### src/rtl/mbox_pkg.sv
package mbox_pkg;

    typedef enum logic [1:0] {
        SEL_PA_DATA = 2'd0,
        SEL_PA_DDR  = 2'd1,
        SEL_PC_DATA = 2'd2,
        SEL_PC_DDR  = 2'd3
    } mbox_sel_e;

    typedef enum logic {
        H2M_EMPTY = 1'b0,
        H2M_FULL  = 1'b1
    } h2m_state_e;

    typedef enum logic {
        M2H_EMPTY = 1'b0,
        M2H_FULL  = 1'b1
    } m2h_state_e;

    typedef struct packed {
        logic fire;
        logic ack_rise;
        logic ack_low;
        logic stb_low;
    } pc_event_t;

endpackage

### src/rtl/mbox_port_a.sv
module mbox_port_a #(
    parameter int DW = 8
) (
    input  logic          clk,
    input  logic          rst_n,
    input  logic          wr_data_en,
    input  logic          wr_ddr_en,
    input  logic [DW-1:0] wdata,
    input  logic          in_load,
    input  logic [DW-1:0] in_value,
    output logic [DW-1:0] out_reg,
    output logic [DW-1:0] rdata
);

    logic [DW-1:0] ddr_q;
    logic [DW-1:0] in_q;

    always_ff @(posedge clk) begin
        if (!rst_n) begin
            out_reg <= '0;
            ddr_q   <= '0;
            in_q    <= '0;
        end else begin
            if (wr_data_en) out_reg <= wdata;
            if (wr_ddr_en)  ddr_q   <= wdata;
            if (in_load)    in_q    <= in_value;
        end
    end

    // per-bit direction select
    for (genvar b = 0; b < DW; b++) begin : g_rd_bit
        assign rdata[b] = ddr_q[b] ? out_reg[b] : in_q[b];
    end

endmodule

### src/rtl/mbox_port_c.sv
module mbox_port_c
    import mbox_pkg::*;
#(
    parameter int DW      = 8,
    parameter int ACK_BIT = 2,
    parameter int STB_BIT = 3,
    parameter int HF_BIT  = 0,
    parameter int MF_BIT  = 1
) (
    input  logic          clk,
    input  logic          rst_n,
    input  logic          wr_data_en,
    input  logic          wr_ddr_en,
    input  logic [DW-1:0] wdata,
    input  logic          h2m_full,
    input  logic          m2h_full,
    output pc_event_t     evt,
    output logic [DW-1:0] rdata
);

    localparam int HALF = DW / 2;
    localparam logic [DW-1:0] FORCE_MASK = {{(DW-HALF){1'b1}}, {HALF{1'b0}}};

    logic [DW-1:0] int_q, ddr_q, eff_q;
    logic [DW-1:0] int_nx, ddr_nx, eff_nx;
    logic [DW-1:0] pin_val;
    logic          fire;

    always_comb begin
        int_nx = int_q;
        ddr_nx = ddr_q;
        if (wr_data_en) int_nx = wdata | FORCE_MASK;
        if (wr_ddr_en)  ddr_nx = wdata | FORCE_MASK;
        eff_nx = int_nx | ~ddr_nx;
    end

    assign fire = wr_data_en | (wr_ddr_en & (ddr_nx != ddr_q));

    always_comb begin
        evt.fire     = fire;
        evt.ack_rise = fire & ~eff_q[ACK_BIT] & eff_nx[ACK_BIT];
        evt.ack_low  = ~eff_nx[ACK_BIT];
        evt.stb_low  = fire & ~eff_nx[STB_BIT];
    end

    always_ff @(posedge clk) begin
        if (!rst_n) begin
            int_q <= '0;
            ddr_q <= '0;
            eff_q <= '0;
        end else begin
            int_q <= int_nx;
            ddr_q <= ddr_nx;
            if (fire) eff_q <= eff_nx;
        end
    end

    always_comb begin
        pin_val         = '0;
        pin_val[HF_BIT] = h2m_full;
        pin_val[MF_BIT] = ~m2h_full;
    end

    for (genvar b = 0; b < DW; b++) begin : g_rd_bit
        assign rdata[b] = ddr_q[b] ? int_q[b] : pin_val[b];
    end

endmodule

### src/rtl/mbox_flags.sv
module mbox_flags
    import mbox_pkg::*;
#(
    parameter int DW = 8
) (
    input  logic          clk,
    input  logic          rst_n,
    input  logic          host_wr,
    input  logic [DW-1:0] host_wdata,
    input  logic          host_rd,
    input  pc_event_t     evt,
    input  logic [DW-1:0] pa_out,
    output logic [DW-1:0] h2m_data,
    output logic [DW-1:0] m2h_data,
    output logic          h2m_full,
    output logic          m2h_full,
    output logic          irq
);

    h2m_state_e h2m_st, h2m_nx;
    m2h_state_e m2h_st, m2h_nx;

    always_ff @(posedge clk) begin
        if (!rst_n) begin
            h2m_st <= H2M_EMPTY;
            m2h_st <= M2H_EMPTY;
        end else begin
            h2m_st <= h2m_nx;
            m2h_st <= m2h_nx;
        end
    end

    always_comb begin
        h2m_nx = h2m_st;
        unique case (h2m_st)
            H2M_EMPTY: if (host_wr) h2m_nx = H2M_FULL;
            H2M_FULL:  if (!host_wr && evt.ack_rise) h2m_nx = H2M_EMPTY;
        endcase
    end

    always_comb begin
        m2h_nx = m2h_st;
        unique case (m2h_st)
            M2H_EMPTY: if (evt.stb_low) m2h_nx = M2H_FULL;
            M2H_FULL:  if (!evt.stb_low && host_rd) m2h_nx = M2H_EMPTY;
        endcase
    end

    always_ff @(posedge clk) begin
        if (!rst_n) begin
            h2m_data <= '0;
            m2h_data <= '0;
        end else begin
            if (host_wr)     h2m_data <= host_wdata;
            if (evt.stb_low) m2h_data <= pa_out;
        end
    end

    always_comb begin
        h2m_full = (h2m_st == H2M_FULL);
        irq      = (h2m_st == H2M_FULL);
        m2h_full = (m2h_st == M2H_FULL);
    end

endmodule

### src/rtl/host_mcu_mailbox.sv
module host_mcu_mailbox
    import mbox_pkg::*;
#(
    parameter int DW      = 8,
    parameter int ACK_BIT = 2,
    parameter int STB_BIT = 3
) (
    input  logic          clk,
    input  logic          rst_n,
    input  logic          host_wr,
    input  logic [DW-1:0] host_wdata,
    input  logic          host_rd,
    output logic [DW-1:0] host_rdata,
    input  logic          mcu_wr,
    input  logic [1:0]    mcu_sel,
    input  logic [DW-1:0] mcu_wdata,
    output logic [DW-1:0] mcu_pa_rdata,
    output logic [DW-1:0] mcu_pc_rdata,
    output logic          h2m_full,
    output logic          m2h_full,
    output logic          mcu_irq
);

    mbox_sel_e     sel;
    logic          pa_data_we, pa_ddr_we, pc_data_we, pc_ddr_we;
    pc_event_t     evt;
    logic [DW-1:0] pa_out, h2m_data, pa_in_val;

    assign sel = mbox_sel_e'(mcu_sel);

    always_comb begin
        pa_data_we = 1'b0;
        pa_ddr_we  = 1'b0;
        pc_data_we = 1'b0;
        pc_ddr_we  = 1'b0;
        if (mcu_wr) begin
            unique case (sel)
                SEL_PA_DATA: pa_data_we = 1'b1;
                SEL_PA_DDR:  pa_ddr_we  = 1'b1;
                SEL_PC_DATA: pc_data_we = 1'b1;
                SEL_PC_DDR:  pc_ddr_we  = 1'b1;
            endcase
        end
    end

    assign pa_in_val = evt.ack_low ? h2m_data : '1;

    mbox_port_a #(.DW(DW)) u_port_a (
        .clk        (clk),
        .rst_n      (rst_n),
        .wr_data_en (pa_data_we),
        .wr_ddr_en  (pa_ddr_we),
        .wdata      (mcu_wdata),
        .in_load    (evt.fire),
        .in_value   (pa_in_val),
        .out_reg    (pa_out),
        .rdata      (mcu_pa_rdata)
    );

    mbox_port_c #(
        .DW      (DW),
        .ACK_BIT (ACK_BIT),
        .STB_BIT (STB_BIT),
        .HF_BIT  (0),
        .MF_BIT  (1)
    ) u_port_c (
        .clk        (clk),
        .rst_n      (rst_n),
        .wr_data_en (pc_data_we),
        .wr_ddr_en  (pc_ddr_we),
        .wdata      (mcu_wdata),
        .h2m_full   (h2m_full),
        .m2h_full   (m2h_full),
        .evt        (evt),
        .rdata      (mcu_pc_rdata)
    );

    mbox_flags #(.DW(DW)) u_flags (
        .clk        (clk),
        .rst_n      (rst_n),
        .host_wr    (host_wr),
        .host_wdata (host_wdata),
        .host_rd    (host_rd),
        .evt        (evt),
        .pa_out     (pa_out),
        .h2m_data   (h2m_data),
        .m2h_data   (host_rdata),
        .h2m_full   (h2m_full),
        .m2h_full   (m2h_full),
        .irq        (mcu_irq)
    );

endmodule

### config.mk
export PLATFORM = sky130hd
export DESIGN_NAME = host_mcu_mailbox
export DESIGN_NICKNAME = d
export VERILOG_FILES = /design/src/rtl/mbox_pkg.sv /design/src/rtl/mbox_port_a.sv /design/src/rtl/mbox_port_c.sv /design/src/rtl/mbox_flags.sv /design/src/rtl/host_mcu_mailbox.sv
export SDC_FILE = /design/constraint.sdc
export NUM_CORES = 1
export LEC_CHECK = 0
export BUFFER_PORTS_ARGS = -buffer_cell sky130_fd_sc_hd__buf_2
export CORE_MARGIN = 4
export CORE_UTILIZATION = 45
export CTS_BUF_LIST = sky130_fd_sc_hd__clkbuf_8
export DETAILED_ROUTE_END_ITERATION = 10
export PLACE_DENSITY = 0.64
export SLEW_MARGIN = 20
export SYNTH_ARGS = -nofsm -noshare
export SYNTH_HDL_FRONTEND = slang
export SYNTH_HIERARCHICAL = 1
export SYNTH_SLANG_ARGS = --single-unit
### constraint.sdc
create_clock -name clk -period 4.7 [get_ports clk]
set_input_delay 0.47 -clock clk [delete_from_list [all_inputs] [get_ports clk]]
set_output_delay 0.47 -clock clk [all_outputs]
set_load 0.005 [all_outputs]
==> flow_summary.ini <==
[clocking]
htreeDepth = 2
hold_buffers = 0
clkLatencyLatePin_ps = 300
numCtsBuffers = 5
ctsResizeCount = 0
cts_root_buf = clkbuf_8
clkSinkCount = 56
cts_tree = done
clk_pin_slew_ps = 90
cts.path.max_buffers = 2
postCtsSetupBuffers = 0

[cells_and_area]
diodes = 0
multi_input_area_mm2 = 0.00121
fin_nets = 296
drive_gt1_frac = 0.252
syn_to_final_growth_pct = 12.9
seqCellArea_mm2 = 0.00112
layoutNonFillerInstCount = 344
nFillCells = 519
fin_area_mm2 = 0.00277

[floorplan]
num_rows = 26
start_util = 0.471
dieHeight_um = 81.8
dieArea_mm2 = 0.00670
die_w_um = 81.8
core_area_mm2 = 0.00520
io_pins = 50

[min_path]
hold_class = in -> reg

[detailed_routing]
drt_wl_total_um = 4520
drcViolationCount = 0
vias = 1622
drt-pass1-iter-count = 4
drt_iter0_drc = 35
ant_nets = 0
drt-vias-per-instance = 4.72
wire_per_inst_um = 13.1

[status]
status = completed

[sta]
fin_crit_ps = 2270
fin_tns_setup_ps = 0
tightest_slew_ps = 948
drv_slew = 0
rsz0062_at_grt = no
fin_skew_ps = 4.06
fin_ws_ps = 2430
fmaxAchievable_mhz = 441
maxSlewHeadroom = 0.365
period_share = 0.483
hold_viol = 0
finalSetupViolCount = 0

[run]
drv_cap = 0

[synthesis]
synth.area.top_cells = dfxtp_1 46%, mux2i_1 20%, nor2b_1 11%
synthTopCellsByCount = 56 x dfxtp_1, 49 x mux2i_1, 42 x nor2b_1
syn_nets = 252
synth.most_common_cell = dfxtp_1
yosys_register_bits = 56
synth_area_mm2 = 0.00245
synth_area_leader_cell = dfxtp_1
synth_flop_cell = dfxtp_1
yosysTopAreaCellShare = 0.457
synth-edff-count = 0
ys_seq_area_frac = 0.457
postSynthAreaPerCell_um2 = 10.7
async_flop_share = 0
yosysUniqueCellTypes = 26
syn_inst = 229
synth_warnings = 6

[grt]
antenna_found_initial = 0
grt_max_degree = 46
grt_pass1_vias = 1719
grt_pass1_wl_um = 7970
grt.total_usage = 0.154
overflow = 0

[place]
port_buffers = 49
place.gp.congestion = 0.794
dp_slack_ps = 2110
hpwl_um = 3200
dp_cells = 336
dpl_cell_area_mm2 = 0.00268

[critical_path]
startpoint = mcu_sel[0]
cp_max_fo = 11
r2r_cells = 7
cp.arrival_ps = 2470
crit_type = in -> reg
r2r_end = u_flags/m2h_data[5]
reg2reg_from = u_port_c/ddr_q[2]
cp-start-kind = input pin
crit_path_end = u_flags/m2h_data[5]
r2r_slack_ps = 2760
worst_setup_path_end_kind = flop
cp.required_ps = 4900

[power_and_ir_drop]
power_mw = 0.863
leakagePower_nw = 1.13
power_density_mw_per_mm2 = 312
peakVddDrop_mv = 0.165
[routing by layer]
metal,global-route usage,share of wire
met4,0.0548,0.013
met3,0.0329,0.042
met5,0,0
met1,0.195,0.48
met2,0.257,0.47
[area by class of cell]
type / instances / area share
tap: 70 / 0.0316
clock buffer: 6 / 0.0298
sequential: 56 / 0.405
timing repair buffer: 50 / 0.0913
clock inverter: 2 / 0.00271
multi-input combinational: 158 / 0.437
inverter: 2 / 0.00271
[critical path, cell delays in order]
cell	delay [ps]
buf_2	120
and3b_1	520
nor4_1	140
a21oi_1	170
buf_4	220
o21a_1	490
mux2i_1	260
nor2b_1	60
[report_power, final]
group          internal [mW]  switching (mW)  total (mW)
Sequential             0.495          0.0127       0.508
Clock                  0.116           0.142       0.259
Combinational         0.0512          0.0457      0.0969
[how the worst min path moves through the flow]
stage	start	to	slack, ps	depth (start not counted)
2_1_floorplan	u_port_c/ddr_q[7]	u_port_c/ddr_q[7]	450	2
3_3_place_gp	u_port_c/ddr_q[6]	u_port_c/ddr_q[6]	470	2
3_5_place_dp	u_port_c/ddr_q[6]	u_port_c/ddr_q[6]	470	2
4_1_cts	host_wdata[4]	u_flags/h2m_data[4]	420	3
5_1_grt	host_wdata[0]	u_flags/h2m_data[0]	440	3
6_report	host_wdata[4]	u_flags/h2m_data[4]	430	3
[logic make-up after synthesis]
kind of cell	Yosys count	share of synthesized area
XOR/XNOR	4	0.0143
buffers and inverters	15	0.0500
flip-flops	56	0.457
AND/OR/NAND/NOR	89	0.211
multiplexers	58	0.241
AO/OA/AOI/OAI	7	0.0265
[through the flow]
step                hold slack (ps)  utilization
global placement                468        0.515
CTS                             416        0.532
global route                    438        0.532
detailed placement              473        0.515
floorplan                       448            -
finish                          427        0.532
[placed cells by master, fill, tap and decap left out, drive strengths merged]
master  instances
o32ai           2
nor3b           2
and3b           2
nor3            1
dfxtp          56
nand4           1
mux2            9
and2            7
nor2           20
nor4            2
inv             4
or2b            1
o21ai           1
nor2b          42
nand2           1
mux2i          49
buf            50
clkbuf          6
xor2            4
and3            1
nand2b          9
o21a            3
a21oi           1
No activity file was read; power rests on OpenSTA's default activity.
